`src/rtl/dmacmd_regfile.sv`:
```
module dmacmd_regfile #(
  parameter int NCH = 16,
  parameter int AW  = 24,
  parameter int CW  = 16,
  parameter int PW  = 16
) (
  input  logic              clk,
  input  logic              rst_n,
  input  logic              cmd_we,
  input  logic [7:0]        cmd_data,
  input  logic              dat_we,
  input  logic [7:0]        dat_wdata,
  input  logic              dat_re,
  output logic [7:0]        dat_rdata,
  output logic [NCH-1:0]    ch_enable,
  output logic [NCH-1:0]    mode_xfer,
  output logic [NCH-1:0]    mode_read,
  output logic [NCH-1:0]    mode_io,
  output logic [NCH-1:0]    mode_wide,
  output logic [NCH*AW-1:0] ch_addr,
  output logic [NCH*CW-1:0] ch_count,
  output logic [NCH*PW-1:0] ch_ioport,
  output logic              prog_err
);
  localparam logic [3:0] OP_PORT = 4'h0, OP_ADDR = 4'h2, OP_RADDR = 4'h3,
                         OP_CNT  = 4'h4, OP_RCNT = 4'h5, OP_MODE  = 4'h7,
                         OP_MASK = 4'h9, OP_UNMASK = 4'hA;

  function automatic logic [1:0] op_len(input logic [3:0] op);
    case (op)
      OP_ADDR, OP_RADDR:         op_len = 2'd3;
      OP_PORT, OP_CNT, OP_RCNT:  op_len = 2'd2;
      OP_MODE:                   op_len = 2'd1;
      default:                   op_len = 2'd0;
    endcase
  endfunction

  logic [3:0]     op_q, ch_q;
  logic [1:0]     ptr_q;
  logic           live_q;
  logic [NCH-1:0] mask_q;

  wire cmd_ch_ok = 32'(cmd_data[3:0]) < NCH;
  wire left      = live_q && (ptr_q < op_len(op_q));
  wire is_set    = (op_q == OP_PORT) || (op_q == OP_ADDR) ||
                   (op_q == OP_CNT)  || (op_q == OP_MODE);
  wire is_rd     = (op_q == OP_RADDR) || (op_q == OP_RCNT);
  wire wr_hit    = dat_we && !cmd_we && left && is_set;
  wire rd_hit    = dat_re && !cmd_we && left && is_rd;

  always_ff @(posedge clk) begin
    if (!rst_n) begin
      op_q   <= 4'hF;
      ch_q   <= '0;
      ptr_q  <= '0;
      live_q <= 1'b0;
    end else if (cmd_we) begin
      op_q   <= cmd_data[7:4];
      ch_q   <= cmd_data[3:0];
      ptr_q  <= '0;
      live_q <= cmd_ch_ok;
    end else if (wr_hit || rd_hit) begin
      ptr_q  <= ptr_q + 2'd1;
    end
  end

  always_ff @(posedge clk) begin
    if (!rst_n)
      mask_q <= '1;
    else if (cmd_we && cmd_ch_ok && cmd_data[7:4] == OP_MASK)
      mask_q[cmd_data[3:0]] <= 1'b1;
    else if (cmd_we && cmd_ch_ok && cmd_data[7:4] == OP_UNMASK)
      mask_q[cmd_data[3:0]] <= 1'b0;
  end

  always_ff @(posedge clk) begin
    if (!rst_n)
      prog_err <= 1'b0;
    else if (wr_hit && !mask_q[ch_q])
      prog_err <= 1'b1;
  end

  assign ch_enable = ~mask_q;

  for (genvar g = 0; g < NCH; g++) begin : g_ch
    logic [AW-1:0] a_q;
    logic [CW-1:0] c_q;
    logic [PW-1:0] p_q;
    logic [7:0]    m_q;
    wire hit = wr_hit && (32'(ch_q) == g);

    always_ff @(posedge clk) begin
      if (!rst_n) begin
        a_q <= '0;
        c_q <= '0;
        p_q <= '0;
        m_q <= '0;
      end else if (hit) begin
        case (op_q)
          OP_ADDR: a_q[8*ptr_q +: 8] <= dat_wdata;
          OP_CNT:  c_q[8*ptr_q[0] +: 8] <= dat_wdata;
          OP_PORT: p_q[8*ptr_q[0] +: 8] <= dat_wdata;
          OP_MODE: m_q <= dat_wdata;
          default: ;
        endcase
      end
    end

    assign ch_addr[g*AW +: AW]   = a_q;
    assign ch_count[g*CW +: CW]  = c_q;
    assign ch_ioport[g*PW +: PW] = p_q;
    assign mode_xfer[g] = m_q[2];
    assign mode_read[g] = m_q[3];
    assign mode_io[g]   = m_q[0];
    assign mode_wide[g] = m_q[6];
  end

  always_comb begin
    dat_rdata = '0;
    if (left && op_q == OP_RADDR)
      dat_rdata = ch_addr[int'(ch_q)*AW + 8*int'(ptr_q) +: 8];
    else if (left && op_q == OP_RCNT)
      dat_rdata = ch_count[int'(ch_q)*CW + 8*int'(ptr_q[0]) +: 8];
  end
endmodule


```
`config.mk`:
```
export PLATFORM = sky130hd
export DESIGN_NAME = dmacmd_regfile
export DESIGN_NICKNAME = d
export VERILOG_FILES = /design/src/rtl/dmacmd_regfile.sv
export SDC_FILE = /design/constraint.sdc
export NUM_CORES = 2
export LEC_CHECK = 0
export ABC_CLOCK_PERIOD_IN_PS = 12380
export BUFFER_PORTS_ARGS = -buffer_cell sky130_fd_sc_hd__clkbuf_2
export CAP_MARGIN = 20
export CORE_AREA = 5 5 386 388
export CTS_CLUSTER_SIZE = 30
export DETAILED_ROUTE_END_ITERATION = 7
export DIE_AREA = 0 0 391 393
export SLEW_MARGIN = 20
export SYNTH_ARGS = -nofsm -noshare
export SYNTH_HDL_FRONTEND = slang
export SYNTH_SLANG_ARGS = --single-unit
```
`constraint.sdc`:
```
create_clock -name clk -period 12.38 [get_ports clk]
set_clock_uncertainty 0.1 [all_clocks]
set_input_delay 1.857 -clock clk [delete_from_list [all_inputs] [get_ports clk]]
set_output_delay 1.857 -clock clk [all_outputs]
set_load 0.02 [all_outputs]
```
; Yosys cells after proc, flatten, opt, wreduce, memory -nomap -nowiden
; Cells that the tools add are included.
; W data, S select, Z words.
[totals]
ff_bits = 1036
input_bits = 21
output_inout_bits = 985
word_cells = 276
[classes]
addsub = 5
n_mul = 1
magnitude_cmp = 4
n_eq_ne = 22
n_shift = 6
n_mux = 57
n_bitwise = 5
n_reduce_logical = 106
[op_table]
columns = operator, n
row1 = $bwmux W16, 32
row2 = $bwmux W24, 16
row3 = $shiftx A384 B11 Y8, 1
row4 = $shiftx A256 B10 Y8, 1
row5 = $reduce_and A2 Y1, 64
row6 = $eq A4 B4 Y1 const B, 10
row7 = $neg A4 Y34, 1
row8 = $neg A5 Y34, 1
row9 = $shift A8 B34 Y16 const A, 1
row10 = $shift A8 B34 Y24 const A, 1
row11 = $shiftx A8 B34 Y16, 1
row12 = $shiftx A8 B34 Y24, 1
row13 = $mux W16, 2
row14 = $not A16 Y16, 2
row15 = $logic_and A1 B1 Y1, 29
row16 = $eq A4 B3 Y1 const B, 7
row17 = $and A16 B16 Y16, 1
row18 = $eq A4 B2 Y1 const B, 4
row19 = $mux W8, 2
row20 = $or A16 B16 Y16, 1
row21 = $add A9 B5 Y10, 1
row22 = $lt A4 B5 Y1 const B, 2
row23 = $add A8 B4 Y9, 1
row24 = $logic_not A4 Y1, 2
row25 = other kinds (15), 22

; Longest topological paths before layout
[depth]
ltp_word = 9
ltp_mapped = 17
depth_no_buf = 10

; Least setup slack after synthesis
; Ideal clock, no wire load.
[synth_timing]
path_kind = reg-to-output
start = reg ch_q[0]
end = out dat_rdata[7]
t_arrival_ps = 4488
t_required_ps = 10423
path_slack_ps = 5935
path_stages_with_launch = 15
path_buffers = 6
cell_sequence = dfxtp_1 > clkbuf_1 > clkbuf_1 > buf_1 > inv_1 > ha_1 > inv_1 > fa_1 > buf_2 > buf_2 > buf_2 > mux4_2 > mux4_1 > mux2_2 > a221o_1
[synth_between]
elab_chain_cells = 4
word_cells_on_any_way = 7
classes_between = add/sub: 2 / mul: 1 / shift: 2 / mux: 2
[synth_rtl]
columns = item, line_no
row1 = start: declaration, 38  ; logic [3:0] op_q, ch_q;
row2 = start signal: assignment, 59  ; ch_q <= cmd_data[3:0];
row3 = $mul A4 B2 Y6 or $add A8 B4 Y9 (tied branches), "121, 123"
row4 = $add A9 B5 Y10 or $shiftx A256 B10 Y8 (tied branches), "121, 123"
row5 = $shiftx A384 B11 Y8 or $mux W8 (tied branches), "121, 122"
row6 = $mux W8 (*), 120  ; if (left && op_q == OP_RADDR)
row7 = end: declaration, 14  ; output logic [7:0] dat_rdata,
; Mark *: on every way between the ends. The rest lies on a longest branch, timed or not.

; Worst setup path in the final report
[layout_timing]
start = reg ch_q[1]
end = out dat_rdata[6]
; Same word-level chain as after synthesis.

==> results.tsv <==
metric	value	unit
Post-synth EDFFs	0	
core area	0.145	mm^2
cell row count	140	
Power per Cell Area	127	mW/mm^2
max cap viols	0	
reg-to-reg endpoint	g_ch[7].a_q[2]	
Port Buffers	1005	
Tightest Pin Transition	1170	ps
Synth area leader	dfxtp_1	
Leakage	0.0240	uW
dpl ws	4560	ps
Crit. End Element	output port	
Fin Setup TNS	0	ps
Final Hold Fails	0	
post-placement cell area	0.0510	mm^2
asr flop ratio synth	0	
clk_lat worst skew	730	ps
Setup crit end	dat_rdata[6]	
GR Overflow Total	0	
pin count of the biggest net entering global routing	253	
Max transition margin	0.217	
Commonest cells post-synth	dfxtp_1 (988), nand2_1 (896), nor2b_1 (578)	
R2R setup slack	8350	ps
FF+latch count, synth	988	
height of the die	393	um
R2R Path Start	op_q[2]	
Synth Net Count	4478	
Syn Area/Cell	10.0	um^2
first-pass GRT wire length	293000	um
Synth Instances	4439	
worst setup path start	ch_q[1]	
vias per cell	5.24	
CTS resizes	0	
setup bufs post-CTS	0	
Yosys cell types	75	
Setup WS post-layout	3950	ps
minimum clock period	8430	ps
Worst setup SP type	flop	
clk sinks	988	
synth warn	0	
vias in the first global route	36400	
crit path max fanout	59	
dpl hpwl	157000	um
fin. max-slew vios	0	
io pins	1006	
RSZ-0062 raised after global routing	no	
root buf cell	clkbuf_16	
CTS Buf Count	110	
CTS Hold Bufs	0	
Max IR drop VDD	0.000120	V
All-Layer GR Usage	0.265	
FF-to-FF path depth	8	
Tcrit/Tclk final	0.681	
drt drc	0	
top cell type's share of synthesized area	0.446	
Nets	5291	
share of layout cells above drive strength 1	0.290	
wire per inst	29.4	um
Vias	38100	
most common cell in the netlist	dfxtp_1	
mapped cell area	0.0444	mm^2
clock buffer depth	3	
WL final	213000	um
crit path DAT	6470	ps
starting density of the core	0.306	
initial antenna violation count	6	
chip width	391	um
HP Class	flop to flop	
top cells by area, synth	dfxtp_1 (45%), mux2i_1 (11%), mux4_2 (9.5%)	
routability cong.	0.932	
WS Path Type	flop to output port	
f_max	0.119	GHz
drt pass-1 iters	7	
Routed Antenna Nets	0	
synth-to-layout area growth	23.3	%
Worst Path Required	10420	ps
drt first-iter violations	3421	
final setup vio count	0	
CTS tree	done	
Top FF cell, synth	dfxtp_1	
fin area	0.0547	mm^2
Hold Crit Depth	2	
status	complete, no violations	
power consumption	6940	uW
Die Area	0.154	mm^2
sequential share of the synthesized area	0.446	
clock-pin slew on the worst setup and hold paths	60	ps
final core occ	0.377	
H-tree levels	3	
## routing by layer
layer,vias up,GRT usage,wire (um)
li1,16800,-,-
met1,18800,0.310,78800
met2,2027,0.447,102000
met3,377,0.0766,21000
met4,2,0.129,11700
met5,-,0,11
## kinds of logic after synthesis
group,Yosys count,synth area share
compound gates,565,0.0952
xor+xnor,8,0.00206
fa+ha+maj,18,0.00541
buf+inv,403,0.0384
flops,988,0.446
mux,693,0.210
simple gates,1764,0.203
## report_power, final
part           internal [uW]  total, uW  switching, uW  leakage (uW)
sequential              3180       3190           7.43       0.00796
combinational            111        335            224        0.0142
clock                   1950       3410           1460       0.00184
total                   5250       6940           1690        0.0240
## layout make-up
type | count | area, um^2
timing repair buffer | 1074 | 5620
tap | 1917 | 2400
clock inverter | 36 | 510
multi-input combinational | 3048 | 23000
sequential | 988 | 19800
inverter | 30 | 113
clock buffer | 167 | 3260
antenna | 4 | 10.0
fill | 14500 | 90300
## metrics by stage
stage	cells	hold slack [ps]
4_1_cts	7260	352
6_report	7264	345
5_1_grt	7260	380
3_5_place_dp	7057	344
3_3_place_gp	7057	338
2_1_floorplan	4439	363
## cell usage in the layout, fill, tap and decap left out, types with 5 or more instances in the layout
cell type,instances
a21boi_0,339
a21boi_1,51
a21oi_1,19
a22oi_1,90
and2_1,47
and2_2,7
and3_1,17
buf_4,74
bufinv_16,6
clkbuf_1,29
clkbuf_16,111
clkbuf_2,996
clkbuf_8,27
clkinv_16,5
clkinv_2,15
dfxtp_1,985
ha_1,11
inv_1,26
mux2i_1,500
mux4_2,187
nand2_1,896
nand2b_1,6
nand3_1,53
nand3_2,22
nand4_1,9
nand4_2,14
nand4_4,10
nor2_1,34
nor2_2,16
nor2b_1,578
nor3_1,7
nor4_2,7
o211ai_1,15
o21ai_0,13
or2_2,5
or3_1,10
## flip-flops by register name, summed over array words and instances (netlist names), named ones only
register  flops
prog_err      1
g_ch.p_q    256
ch_q          4
live_q        1
op_q          4
ptr_q         2
g_ch.a_q    384
g_ch.c_q    256
g_ch.m_q     64
## worst min path at each step
| stage | startpoint | endpoint | slack [ps] |
|---|---|---|---|
| 2_1_floorplan | flop | flop | 360 |
| 3_3_place_gp | g_ch[5].p_q[2] | g_ch[5].p_q[2] | 340 |
| 3_5_place_dp | g_ch[5].p_q[5] | g_ch[5].p_q[5] | 340 |
| 4_1_cts | g_ch[5].p_q[4] | g_ch[5].p_q[4] | 350 |
| 5_1_grt | g_ch[5].p_q[4] | g_ch[5].p_q[4] | 380 |
| 6_report | g_ch[5].p_q[2] | g_ch[5].p_q[2] | 350 |
## worst max-delay path, stage by stage, from the launching register on
cell and delay, ps:
dfxtp_4 690, inv_1 190, ha_2 390, inv_1 60, fa_4 1260, buf_4 820, mux4_2 370, nand2_1 50
and3_1 260, o31a_1 330, o32ai_1 870, clkbuf_2 320
Power figures use the tool's default switching activity.
